**src/rtl/bpc_pkg.sv**
```systemverilog
package bpc_pkg;

    typedef enum logic [2:0] {
        CMD_NOP = 3'd0,
        CMD_ACT = 3'd1,
        CMD_RD  = 3'd2,
        CMD_WR  = 3'd3,
        CMD_PRE = 3'd4,
        CMD_BST = 3'd5
    } cmd_e;

    typedef enum logic [1:0] {
        BK_IDLE  = 2'd0,
        BK_OPEN  = 2'd1,
        BK_RECOV = 2'd2
    } bank_st_e;

    typedef struct packed {
        logic ap;
        logic fp;
    } burst_flags_t;

    function automatic logic is_access(input cmd_e c);
        return (c == CMD_RD) || (c == CMD_WR);
    endfunction

endpackage

```
**src/rtl/bpc_bank.sv**
```systemverilog
module bpc_bank
    import bpc_pkg::*;
#(
    parameter int TRP = 3,
    localparam int CW = $clog2(TRP + 1)
) (
    input  logic clk,
    input  logic rst,
    input  logic act_go,
    input  logic pre_go,
    output logic is_idle,
    output logic is_open,
    output logic is_recov
);

    bank_st_e        st;
    logic [CW-1:0]   lock_cnt;

    always_ff @(posedge clk) begin
        if (rst) begin
            st       <= BK_IDLE;
            lock_cnt <= '0;
        end else begin
            case (st)
                BK_IDLE: begin
                    if (act_go) st <= BK_OPEN;
                end
                BK_OPEN: begin
                    if (pre_go) begin
                        st       <= BK_RECOV;
                        lock_cnt <= CW'(TRP);
                    end
                end
                BK_RECOV: begin
                    if (lock_cnt <= CW'(1)) st <= BK_IDLE;
                    else                    lock_cnt <= lock_cnt - CW'(1);
                end
                default: st <= BK_IDLE;
            endcase
        end
    end

    assign is_idle  = (st == BK_IDLE);
    assign is_open  = (st == BK_OPEN);
    assign is_recov = (st == BK_RECOV);

endmodule

```
**src/rtl/bpc_burst.sv**
```systemverilog
module bpc_burst
    import bpc_pkg::*;
#(
    parameter int NB = 4,
    parameter int BL = 4,
    localparam int BW = $clog2(NB),
    localparam int LW = $clog2(BL + 1)
) (
    input  logic          clk,
    input  logic          rst,
    input  logic          start,
    input  logic [BW-1:0] start_bank,
    input  burst_flags_t  start_flags,
    input  logic          stop,
    output logic          active,
    output logic [BW-1:0] cur_bank,
    output logic          cur_ap,
    output logic          ap_fire
);

    burst_flags_t  flags;
    logic [LW-1:0] remain;
    logic          done;

    assign done    = active && (stop || start || (!flags.fp && remain == LW'(1)));
    assign ap_fire = done && flags.ap;
    assign cur_ap  = active && flags.ap;

    always_ff @(posedge clk) begin
        if (rst) begin
            active   <= 1'b0;
            cur_bank <= '0;
            flags    <= '0;
            remain   <= '0;
        end else if (start) begin
            active   <= 1'b1;
            cur_bank <= start_bank;
            flags    <= start_flags;
            remain   <= LW'(BL);
        end else if (done) begin
            active   <= 1'b0;
            flags    <= '0;
        end else if (active && !flags.fp) begin
            remain   <= remain - LW'(1);
        end
    end

endmodule

```
**src/rtl/bank_pc_ctrl.sv**
```systemverilog
module bank_pc_ctrl
    import bpc_pkg::*;
#(
    parameter int NB  = 4,
    parameter int TRP = 3,
    parameter int BL  = 4,
    localparam int BW = $clog2(NB)
) (
    input  logic          clk,
    input  logic          rst,
    input  logic [2:0]    cmd,
    input  logic [BW-1:0] bank,
    input  logic          ap_bit,
    input  logic          fp_mode,
    output logic [NB-1:0] bank_open,
    output logic [NB-1:0] bank_recov,
    output logic          burst_active,
    output logic          err
);

    cmd_e          op;
    logic [NB-1:0] idle_v;
    logic          rw_ok, act_ok, bad, ap_lock, stop;
    logic [BW-1:0] b_bank;
    logic          b_ap, ap_fire;
    burst_flags_t  req_flags;

    assign op = cmd_e'(cmd);

    // a bank whose burst will close the row refuses further accesses
    assign ap_lock = burst_active && b_ap && (b_bank == bank);
    assign rw_ok   = is_access(op) && bank_open[bank] && !ap_lock;
    assign act_ok  = (op == CMD_ACT) && idle_v[bank];
    assign bad     = (is_access(op) && !rw_ok) || ((op == CMD_ACT) && !act_ok);

    assign stop = (op == CMD_BST) ||
                  ((op == CMD_PRE) && (ap_bit || bank == b_bank));

    assign req_flags.ap = ap_bit && !fp_mode;
    assign req_flags.fp = fp_mode;

    always_ff @(posedge clk) begin
        if (rst) err <= 1'b0;
        else     err <= bad;
    end

    bpc_burst #(.NB(NB), .BL(BL)) u_burst (
        .clk         (clk),
        .rst         (rst),
        .start       (rw_ok),
        .start_bank  (bank),
        .start_flags (req_flags),
        .stop        (stop),
        .active      (burst_active),
        .cur_bank    (b_bank),
        .cur_ap      (b_ap),
        .ap_fire     (ap_fire)
    );

    for (genvar i = 0; i < NB; i++) begin : g_bank
        logic act_go, pre_go;
        assign act_go = act_ok && (bank == BW'(i));
        assign pre_go = ((op == CMD_PRE) && (ap_bit || bank == BW'(i))) ||
                        (ap_fire && b_bank == BW'(i));
        bpc_bank #(.TRP(TRP)) u_bank (
            .clk      (clk),
            .rst      (rst),
            .act_go   (act_go),
            .pre_go   (pre_go),
            .is_idle  (idle_v[i]),
            .is_open  (bank_open[i]),
            .is_recov (bank_recov[i])
        );
    end

endmodule

```
**config.mk**
```make
export PLATFORM = sky130hd
export DESIGN_NAME = bank_pc_ctrl
export DESIGN_NICKNAME = d
export VERILOG_FILES = /design/src/rtl/bpc_pkg.sv /design/src/rtl/bpc_bank.sv /design/src/rtl/bpc_burst.sv /design/src/rtl/bank_pc_ctrl.sv
export SDC_FILE = /design/constraint.sdc
export NUM_CORES = 1
export LEC_CHECK = 0
export ABC_CLOCK_PERIOD_IN_PS = 3400
export BUFFER_PORTS_ARGS = -buffer_cell sky130_fd_sc_hd__buf_2
export CAP_MARGIN = 5
export CELL_PAD_IN_SITES_DETAIL_PLACEMENT = 1
export CELL_PAD_IN_SITES_GLOBAL_PLACEMENT = 1
export CORE_UTILIZATION = 48
export CTS_BUF_LIST = sky130_fd_sc_hd__clkbuf_2
export DETAILED_ROUTE_END_ITERATION = 7
export PLACE_DENSITY_LB_ADDON = 0.1
export SLEW_MARGIN = 20
export SYNTH_ARGS = -nofsm -noshare
export SYNTH_HDL_FRONTEND = slang
export SYNTH_SLANG_ARGS = --single-unit
```
**constraint.sdc**
```tcl
create_clock -name clk -period 3.4 [get_ports clk]
set_clock_uncertainty 0.15 [all_clocks]
set_input_delay 0.51 -clock clk [delete_from_list [all_inputs] [get_ports clk]]
set_output_delay 0.51 -clock clk [all_outputs]
set_load 0.1 [all_outputs]
```
==> impl_metrics.env <==
export IMPL_hp_class="input port to flop"
export IMPL_drive_gt1_frac=0.155
export IMPL_drc=0
export IMPL_start_kind="flop"
export IMPL_routed_via_density=5.64
export IMPL_synth_compound_area_frac=0.250
export IMPL_grt_pass1_vias=1373
export IMPL_cts_htree_levels=1
export IMPL_dr_wl_met2_um=1950
export IMPL_cpMaxStageDelayCell="a2111oi_2"
export IMPL_grt_pass1_wl_um=6550
export IMPL_grt_max_degree=28
export IMPL_hold_violations=0
export IMPL_power_density_nw_per_um2=338
export IMPL_leakage_nw=0.621
export IMPL_syn_nets=199
export IMPL_pin_count=19
export IMPL_cts_buffer_depth=2
export IMPL_drt_iter0_drc=50
export IMPL_critPathKind="flop to flop"
export IMPL_die_y_um=58.6
export IMPL_period_needed_ps=2570
export IMPL_synthFlopType="dfxtp_1"
export IMPL_nets=209
export IMPL_ys_ff_latch=25
export IMPL_n_antenna_cell=0
export IMPL_syn_area_um2=1540
export IMPL_dp_hpwl_um=2880
export IMPL_ys_seq_area_frac=0.325
export IMPL_dieArea_um2=3440
export IMPL_cts_buffers_inserted=3
export IMPL_synth_top_family_by_area="compound AO/OA/AOI/OAI gates"
export IMPL_io_buffer_count=18
export IMPL_fmax_mhz=389
export IMPL_die_x_um=58.6
export IMPL_routed_top_layer="met4"
export IMPL_max_slew_margin=0.564
export IMPL_rsz0062_at_grt="false"
export IMPL_placed_cell_area_um2=1600
export IMPL_post_cts_resize_count=0
export IMPL_end_kind="flop"
export IMPL_clk_pin_slew_worst_paths_ps=260
export IMPL_drtAntennaViolNets=0
export IMPL_synth_xor_area_frac=0.0398
export IMPL_gr_total_overflow=0
export IMPL_ys_types=45
export IMPL_synthCells=184
export IMPL_first_pass_iters=4
export IMPL_yosysWarnings=0
export IMPL_final_cell_mix="dfxtp_1, buf_2, inv_1, a21oi_1, nor2_1"
export IMPL_clock_sinks=25
export IMPL_synthAdderAreaFrac=0.0488
export IMPL_wire_per_inst_um=16.2
export IMPL_synth_area_per_cell_um2=8.36
export IMPL_vias=1337
export IMPL_critPathTopFamily="compound AO/OA/AOI/OAI gates"
export IMPL_cp_cell_sequence="nor2b_1 -> a2bb2oi_1 -> nand3_1 -> a2111oi_2 -> o21bai_1 -> a211oi_1"
export IMPL_crit_arrival_ps=2700
export IMPL_worstPathMaxFanout=11
export IMPL_worstMarginPinSlew_ps=652
export IMPL_clk_insertion_delay_late_ps=380
export IMPL_cts_tree="built"
export IMPL_max_cap_viol_count=0
export IMPL_root_buffer="clkbuf_2"
export IMPL_rows=20
export IMPL_yosys_area_share_simple=0.227
export IMPL_start_util=0.504
export IMPL_async_reset_ff_frac=0
export IMPL_tns_ps=0
export IMPL_final_area_um2=1620
export IMPL_worst_path_buf_inv=0
export IMPL_synth_edf_count=0
export IMPL_critical_path_max_stage_delay_ps=520
export IMPL_report_final_slew_viol_count=0
export IMPL_cts_setup_buffers=0
export IMPL_wl_met3_um=100
export IMPL_coreArea_um2=3050
export IMPL_syn2layout_area_growth_pct=5.45
export IMPL_worstPathRequired_ps=3530
export IMPL_mostFrequentLayoutCell="dfxtp_1"
export IMPL_antenna_found_initial=0
export IMPL_met1_length_um=1730
export IMPL_wl_um=3850
export IMPL_hold_buffers=0
export IMPL_muxShareOfSynthArea=0.0146
export IMPL_gp_congestion=0.756
export IMPL_outcome="finished, final reports clean"
export IMPL_setup_viol=0
export IMPL_grt_total_usage=0.254
export IMPL_peakVddDrop_mv=0.165
export IMPL_min_period_over_period=0.755
metrics by stage:
step / setup slack (ps) / power (W) / cells / utilization / hold slack [ps]
final: 831 / 0.000549 / 237 / 0.532 / 165
after global routing: 691 / 0.000573 / 237 / 0.532 / 144
after CTS: 862 / 0.000551 / 237 / 0.532 / 154
after detailed placement: 663 / 0.000430 / 233 / 0.525 / 337
after global placement: 934 / 0.000423 / 233 / 0.525 / 323
after floorplan: 754 / 0.000406 / 184 / - / 307
final timing paths:
kind                          startpoint  cells past startpoint                      endpoint  slack [ps]
setup / recovery  g_bank[3].u_bank.st[0]                      6  g_bank[3].u_bank.lock_cnt[1]         830
hold / removal                    cmd[2]                      2                           err         160
setup reg to reg  g_bank[3].u_bank.st[0]                      6  g_bank[3].u_bank.lock_cnt[1]         830
hold reg to reg           u_burst.active                      2                u_burst.active         370
layout make-up:
type                    instances  area [um2]
repair buffers                 19        97.6
clock buffers                   3        15.0
clock inverters                 1        5.00
multi-input cells             130         893
inverters                      15        56.3
fillers                       401        1430
flip-flops and latches         25         500
well taps                      44        55.1
per-layer routing:
metal | track usage | vias to the layer above
li1 | - | 662
met1 | 0.301 | 643
met2 | 0.470 | 25
met3 | 0.0264 | 7
met4 | 0.0986 | 0
met5 | 0 | -
Yosys cell counts, drive strengths merged, types with 3 or more instances:
library cell   n  area, um2
dfxtp         25        500
inv           15       56.3
xor2           5       43.8
o21a           3       22.5
a21oi         16       91.3
nand2         12       45.0
a2111oi        4       62.6
clkbuf         3       11.3
nor2          13       48.8
nor3           6       30.0
a211oi         6       45.0
ha             6       75.1
nor3b          3       27.5
buf           11       77.6
nand2b         7       43.8
o21ai          9       48.8
nor2b         12       75.1
registers in the layout, indices dropped and copies added, names as in the netlist:
signal / count
err: 1
g_bank.u_bank.lock_cnt: 8
g_bank.u_bank.st: 8
u_burst.active: 1
u_burst.cur_bank: 2
u_burst.flags: 2
u_burst.remain: 3
power breakdown:
group	total [W]	leakage, nW	switching [W]	internal (W)
registers	0.000314	0.202	0.0000105	0.000304
clock network	0.000124	0.0164	0.0000970	0.0000266
logic	0.000111	0.402	0.0000765	0.0000346
total	0.000549	0.621	0.000184	0.000365
logic make-up (layout without fill, tap and decap cells):
kind of cell | Yosys count | count (layout)
flops | 25 | 25
compound gates | 52 | 52
fa+ha+maj | 6 | 6
simple gates | 64 | 64
xor+xnor | 7 | 7
mux | 1 | 1
buf+inv | 29 | 38
worst register-to-register path: stages, from the launching register on:
cell       delay (ps)
dfxtp_1           420
nor2b_1           290
a2bb2oi_1         300
nand3_1           380
a2111oi_2         520
o21bai_1          150
a211oi_1          290
No activity file was read; power rests on OpenSTA's default activity.
